`src/rtl/iqs_pkg.sv`:
```
package iqs_pkg;

    parameter int SEQ_W = 16;

    typedef logic [SEQ_W-1:0] seq_t;

    typedef struct packed {
        logic live;
        logic serial;
        logic released;
        seq_t seq;
    } slot_t;

    // true when tag a is younger than tag b (no wrap handling)
    function automatic logic is_younger(input seq_t a, input seq_t b);
        return a > b;
    endfunction

endpackage

```
`src/rtl/iqs_alloc.sv`:
```
module iqs_alloc #(
    parameter int N = 8,
    localparam int SW = (N > 1) ? $clog2(N) : 1
) (
    input  logic [N-1:0]  free_vec,
    output logic          any_free,
    output logic [SW-1:0] slot
);
    always_comb begin
        any_free = 1'b0;
        slot     = '0;
        for (int i = N - 1; i >= 0; i--) begin
            if (free_vec[i]) begin
                any_free = 1'b1;
                slot     = SW'(i);
            end
        end
    end
endmodule

```
`src/rtl/iqs_entry.sv`:
```
module iqs_entry
    import iqs_pkg::*;
(
    input  logic  clk,
    input  logic  rst,
    input  logic  load,
    input  logic  load_serial,
    input  seq_t  load_seq,
    input  logic  iss_sel,
    input  logic  rel_valid,
    input  seq_t  rel_seq,
    input  logic  sq_valid,
    input  seq_t  sq_seq,
    output logic  live_o,
    output logic  ready_o,
    output logic  kill_o,
    output logic  rel_hit_o
);
    slot_t st;
    logic  issue_fire;

    assign live_o     = st.live;
    assign ready_o    = st.live && (!st.serial || st.released);
    assign issue_fire = iss_sel && ready_o;
    assign kill_o     = sq_valid && st.live && is_younger(st.seq, sq_seq) && !issue_fire;
    assign rel_hit_o  = rel_valid && st.live && st.serial && !st.released && (st.seq == rel_seq);

    always_ff @(posedge clk) begin
        if (rst) begin
            st <= '0;
        end else if (load) begin
            st.live     <= 1'b1;
            st.serial   <= load_serial;
            st.released <= 1'b0;
            st.seq      <= load_seq;
        end else if (kill_o || issue_fire) begin
            st.live <= 1'b0;
        end else if (rel_hit_o) begin
            st.released <= 1'b1;
        end
    end
endmodule

```
`src/rtl/iqs_top.sv`:
```
module iqs_top
    import iqs_pkg::*;
#(
    parameter int ENTRIES = 8,
    localparam int SW = (ENTRIES > 1) ? $clog2(ENTRIES) : 1,
    localparam int CW = $clog2(ENTRIES + 1)
) (
    input  logic               clk,
    input  logic               rst,
    input  logic               ins_valid,
    input  logic               ins_serial,
    input  logic [SEQ_W-1:0]   ins_seq,
    output logic [SW-1:0]      alloc_slot,
    input  logic               iss_valid,
    input  logic [SW-1:0]      iss_slot,
    input  logic               rel_valid,
    input  logic [SEQ_W-1:0]   rel_seq,
    input  logic               sq_valid,
    input  logic [SEQ_W-1:0]   sq_seq,
    output logic [CW-1:0]      free_cnt,
    output logic               full,
    output logic [ENTRIES-1:0] ready_mask,
    output logic [ENTRIES-1:0] kill_mask,
    output logic               ovf_err,
    output logic               rel_err
);
    logic [ENTRIES-1:0] live_vec;
    logic [ENTRIES-1:0] kill_vec;
    logic [ENTRIES-1:0] hit_vec;
    logic               any_free;
    logic               accept;

    iqs_alloc #(.N(ENTRIES)) u_alloc (
        .free_vec (~live_vec),
        .any_free (any_free),
        .slot     (alloc_slot)
    );

    assign accept = ins_valid && any_free;

    for (genvar g = 0; g < ENTRIES; g++) begin : g_slot
        iqs_entry u_ent (
            .clk         (clk),
            .rst         (rst),
            .load        (accept && (alloc_slot == SW'(g))),
            .load_serial (ins_serial),
            .load_seq    (ins_seq),
            .iss_sel     (iss_valid && (iss_slot == SW'(g))),
            .rel_valid   (rel_valid),
            .rel_seq     (rel_seq),
            .sq_valid    (sq_valid),
            .sq_seq      (sq_seq),
            .live_o      (live_vec[g]),
            .ready_o     (ready_mask[g]),
            .kill_o      (kill_vec[g]),
            .rel_hit_o   (hit_vec[g])
        );
    end

    always_comb begin
        free_cnt = '0;
        for (int i = 0; i < ENTRIES; i++) begin
            free_cnt = free_cnt + CW'(!live_vec[i]);
        end
    end

    assign full = !any_free;

    always_ff @(posedge clk) begin
        if (rst) begin
            kill_mask <= '0;
            ovf_err   <= 1'b0;
            rel_err   <= 1'b0;
        end else begin
            kill_mask <= kill_vec;
            ovf_err   <= ins_valid && !any_free;
            rel_err   <= rel_valid && (hit_vec == '0);
        end
    end
endmodule

```
`config.mk`:
```
export PLATFORM = sky130hd
export DESIGN_NAME = iqs_top
export DESIGN_NICKNAME = d
export VERILOG_FILES = /design/src/rtl/iqs_pkg.sv /design/src/rtl/iqs_alloc.sv /design/src/rtl/iqs_entry.sv /design/src/rtl/iqs_top.sv
export SDC_FILE = /design/constraint.sdc
export NUM_CORES = 1
export LEC_CHECK = 0
export ABC_AREA = 1
export BUFFER_PORTS_ARGS = -buffer_cell sky130_fd_sc_hd__buf_2
export CAP_MARGIN = 20
export CORE_ASPECT_RATIO = 0.9
export CORE_MARGIN = 2
export CORE_UTILIZATION = 27
export DETAILED_ROUTE_END_ITERATION = 6
export GPL_TIMING_DRIVEN = 0
export PLACE_DENSITY = 0.49
export SLEW_MARGIN = 40
export SYNTH_ARGS = -nofsm -noshare
export SYNTH_HDL_FRONTEND = slang
export SYNTH_HIERARCHICAL = 1
export SYNTH_SLANG_ARGS = --single-unit
```
`constraint.sdc`:
```
create_clock -name clk -period 2.8 [get_ports clk]
set_clock_uncertainty 0.2 [all_clocks]
set_input_delay 0.28 -clock clk [delete_from_list [all_inputs] [get_ports clk]]
set_output_delay 0.28 -clock clk [all_outputs]
set_load 0.03 [all_outputs]
```
# Word level (Yosys, flattened, before mapping)
# Index checks and enable logic that the tools add are counted.
[totals] rom_bits=0 latchBits=0 output_inout_bits=26 register_bits=162 n_memories=0 elab_cells=280 mem_bits_rw=0
[classes] eq_ne=22 n_mul=0 reduce_logical=167 mux=32 addsub=7 shift=0 n_bitwise=9 magnitude_cmp=8 n_div=0
[op_table] cell="equality test 16 bit" n=8
[op_table] cell="greater-than comparator 16 bit" n=8
[op_table] cell="logical AND 1 bit" n=91
[op_table] cell="zero test 1 bit" n=33
[op_table] cell="equality test 3 bit, second input constant" n=8
[op_table] cell="2-to-1 mux 1 bit" n=24
[op_table] cell="2-to-1 mux 3 bit" n=8
[op_table] cell="adder 4 x 1 -> 4 bit" n=4
[op_table] cell="logical OR 1 bit" n=16
[op_table] cell="AND reduction 2 bit" n=8
[op_table] cell="nonzero test 2 bit" n=8
[op_table] cell="OR reduction 2 bit" n=8
[op_table] cell="equality test 3 x 2 -> 1 bit, second input constant" n=4
[op_table] cell="zero test 8 bit" n=1
[op_table] cell="inverter 1 bit" n=8
[op_table] cell="inverter 8 bit" n=1
[op_table] cell="equality test 3 x 1 -> 1 bit, second input constant" n=2
[op_table] cell="zero test 3 bit" n=2
[op_table] cell="adder 3 x 1 -> 4 bit" n=1
[op_table] cell="adder 2 x 1 -> 3 bit" n=1
[op_table] cell="adder 1 x 1 -> 2 bit" n=1

# Longest topological paths before layout
[depth] depth_word=12 depth_mapped=15 ltp_nobuf=15

# Cells and area by module
# The synthesis kept the hierarchy.
[modules_own_cells] module="iqs_entry" seq_area_each_um2=380.4 n_inst=8 cells_each=252 area_each_um2=1503.9
[modules_own_cells] module="iqs_top" seq_area_each_um2=200.2 n_inst=1 cells_each=94 area_each_um2=635.6
[modules_own_cells] module="iqs_alloc" seq_area_each_um2=0.0 n_inst=1 cells_each=22 area_each_um2=98.8

# Worst setup path before layout
# OpenSTA, ideal clock, no wires.
[synth_timing] kind="reg-to-output" startpoint="reg g_slot[0].u_ent.st (netlist bit g_slot[0].u_ent/live_o)" endpoint="out free_cnt[2]" path_stages_with_launch=9 path_slack_ns=-0.693 n_path_buf=0 arrival_time_ns=3.013 required_time_ns=2.320 cell_sequence="dfxtp_1 -> inv_1 -> fa_1 -> fa_1 -> fa_1 -> ha_1 -> inv_1 -> fa_1 -> xnor2_1"
[synth_between] elab_chain_len=8
[synth_rtl] item="from (decl)" line_no="iqs_entry.sv:19" source="slot_t st;"
[synth_rtl] item="zero test 1 bit" line_no="iqs_top.sv:63" source="free_cnt = free_cnt + CW'(!live_vec[i]);"
[synth_rtl] item="adder 1 x 1 -> 2 bit" line_no="iqs_top.sv:63"
[synth_rtl] item="adder 2 x 1 -> 3 bit" line_no="iqs_top.sv:63"
[synth_rtl] item="adder 3 x 1 -> 4 bit" line_no="iqs_top.sv:63"
[synth_rtl] item="adder 4 x 1 -> 4 bit (4 in series)" line_no="iqs_top.sv:63"
[synth_rtl] item="to (decl)" line_no="iqs_top.sv:20" source="output logic [CW-1:0] free_cnt,"
# Every way passes these cells.

# Worst setup path after layout
# Ends and elaborated chain as after synthesis.

==> summary.md <==
| Metric | Value |
|---|---|
| Max-slew violation count | `0` |
| CP dominant cell by count | `fa_1` |
| Global route total overflow | `0` |
| H-tree depth | `4` |
| Crit path required time | `2320 ps` |
| Routability Congestion | `0.9023` |
| Synth cell types | `29` |
| Nets@finish | `2431` |
| Fin crit period | `3745 ps` |
| CP endpoint | `free_cnt[2]` |
| RSZ-0062 raised after global routing | `yes` |
| Critical Path Source | `g_slot[0].u_ent/live_o` |
| Synth cell count leaders | `628 x nand2_1, 418 x inv_1, 198 x nor2_1` |
| Initial Util | `0.2737` |
| R2R Setup Slk | `-130 ps` |
| Delay-heaviest family, CP | `adder cells` |
| Post-synth ARST share | `0` |
| WL/cell | `19.54 um` |
| DRT iter0 DRCs | `1574` |
| Reg2reg end | `g_slot[2].u_ent/st[15]` |
| Detailed placement HPWL | `39.07 mm` |
| Largest net degree at the start of global routing | `18` |
| Global-route wire length before repair | `81.32 mm` |
| R2R depth | `10` |
| Total track usage | `0.2315` |
| Reg-to-Reg Start | `g_slot[6].u_ent/live_o` |
| Io pins | `84` |
| # rows | `75` |
| Fraction of layout cells with a size suffix above 1 | `0.1040` |
| Die Span X | `233.2 um` |
| HP Class | `input pin to register` |
| Final worst slack | `-945.3 ps` |
| Max Cap Viol | `0` |
| Slew margin rel. | `0.5136` |
| Worst-Skew Late Latency | `470 ps` |
| Die Area | `49040 sq um` |
| Clock-pin slew on the worst setup and hold paths | `70 ps` |
| Ys Warns | `6` |
| Placed instance area | `13980 sq um` |
| Top-count cell post-synth | `nand2_1` |
| Slew @ Worst Pin | `729.6 ps` |
| Pre-antenna DRT Iters | `5` |
| Peak VDD IR | `0.0003161 V` |
| Fmax | `0.2670 GHz` |
| Critical path type | `register to primary output` |
| Design area | `14780 sq um` |
| Netlist Area Pre-Place | `12770 sq um` |
| Area leader, netlist | `dfxtp_1` |
| Worst setup EP type | `primary output` |
| Fin. Hold Viols | `0` |
| Slowest cell on the critical path | `fa_1` |
| Worst Path Max Fanout | `3` |
| Final ANT Viol Nets | `0` |
| Flops & latches, synth | `162` |
| Num Clock Sinks | `162` |
| Crit-path max cell delay | `550 ps` |
| Failing checks | `setup timing` |
| CP Launch Type | `register` |
| Syn_nets | `2325` |
| Main synth FF type | `dfxtp_1` |
| Setup-failing EPs final | `68` |
| Status | `finished with violations` |
| Clock Path Buffers | `2` |
| PortBufs | `83` |
| Wirelength, routed | `56.03 mm` |
| DR DRC count | `0` |
| Seq/Total Area, Yosys | `0.2540` |
| Critical Path Stages | `9` |
| Vias/cell | `4.818` |
| CTS tree | `done` |
| Clock root buffer | `clkbuf_16` |
| Area grow syn2layout | `15.75%` |
| Top cell type's share of synthesized area | `0.2540` |
| Critical path, cell by cell | `inv_4 -> fa_1 -> fa_1 -> fa_1 -> ha_4 -> inv_2 -> fa_2 -> xnor2_4 -> buf_6` |
| Crit share post-route | `1.338` |
| Data arrival time of the worst path | `3270 ps` |
| Synth Area per Inst | `5.988 sq um` |
| PwrDens | `434.2 nW/um^2` |
| Non-Filler Instances | `2867` |
| Final core occ | `0.3168` |
| Leakage | `0.007801 uW` |
| Initial antenna violation count | `3` |
| Post-Place Worst Slack | `-769.1 ps` |
| Synthesized instance count | `2132` |
| Synth top area cells | `dfxtp_1 25%, nand2_1 18%, ha_1 13%` |
| Placed Cells incl. Taps | `2831` |
| Vias in the first global route | `12.81k` |
| CORE AREA | `46640 sq um` |
| WP buf/inv | `3` |
| EDFF count, synth | `0` |
| Total power | `6416 uW` |
| Die height | `210.3 um` |
| Num CTS Buffers | `17` |
| Via Count | `13.81k` |
[report_power, final]
group / internal (uW) / switching [uW]
Sequential: 2350 / 46.2
Clock: 1670 / 1110
Combinational: 354 / 883
[cell usage in the layout (no fill, tap or decap), types with 9 or more instances in the layout]
master       n
buf_1       10
buf_2       85
ha_1       130
nand2_1    627
inv_2       45
inv_1      413
nor3_1      24
nand3_1     51
o21ai_0    144
nor2_2      14
clkbuf_2    15
dfxtp_1    159
clkbuf_16   17
nor2_1     192
a21oi_1    185
nand4_1     41
nand2_2      9
[final cells by class]
type	count	area, sq um
fill	5105	31860
multi-input combinational	1478	7736
sequential	162	3254
inverter	459	1725
tap	616	770.7
clock buffer	22	484.2
timing repair buffer	87	469.2
clock inverter	9	176.4
buffer	33	157.7
antenna	1	2.502
[flip-flops by register name, summed over array words and instances, names as in the netlist]
signal	count
g_slot.u_ent/live_o	8
g_slot.u_ent/st	144
kill_mask	8
ovf_err	1
rel_err	1
[cell families after synthesis]
kind of cell | count (synthesis) | synth area share
compound gates | 354 | 0.1444
flops | 162 | 0.2540
buf+inv | 492 | 0.1453
fa+ha+maj | 135 | 0.1347
xor+xnor | 9 | 0.006175
simple gates | 980 | 0.3155
[per-layer routing]
layer  track usage  part of all wire
met2        0.3315              0.40
met3       0.03747             0.086
met1        0.3550              0.49
met5             0                 0
met4       0.05645             0.022
[tightest hold or removal path: stages]
cell	delay (ps)
buf_2	260
nor2_1	150
nor2_1	50
[through the flow]
stage	hold WS (ps)	TNS, ps
floorplan	141.7	-737.0
global placement	271.0	-14550
detailed placement	278.1	-17090
CTS	103.9	-4201
global route	107.1	-29530
finish	123.5	-5544
[worst min path at each step]
stage | slack, ps | startpoint | endpoint | depth (start not counted)
after floorplan | 140 | rst | g_slot[0].u_ent/live_o | 1
after global placement | 270 | g_slot[1].u_ent/st[8] | g_slot[1].u_ent/st[8] | 2
after detailed placement | 280 | g_slot[5].u_ent/st[2] | g_slot[5].u_ent/st[2] | 2
after CTS | 100 | ins_serial | g_slot[2].u_ent/st[17] | 3
after global routing | 110 | ins_serial | g_slot[2].u_ent/st[17] | 3
final | 120 | ins_serial | g_slot[2].u_ent/st[17] | 3
[repair_timing]
item	4_1_cts	5_1_grt
gates resized for setup	45	3
setup buffers	3	0
endpoints found under the setup margin	140	156
hold buffers	1	0
pin swaps	0	1
hold endpoints to repair	1	0
Power figures use the tool's default switching activity.
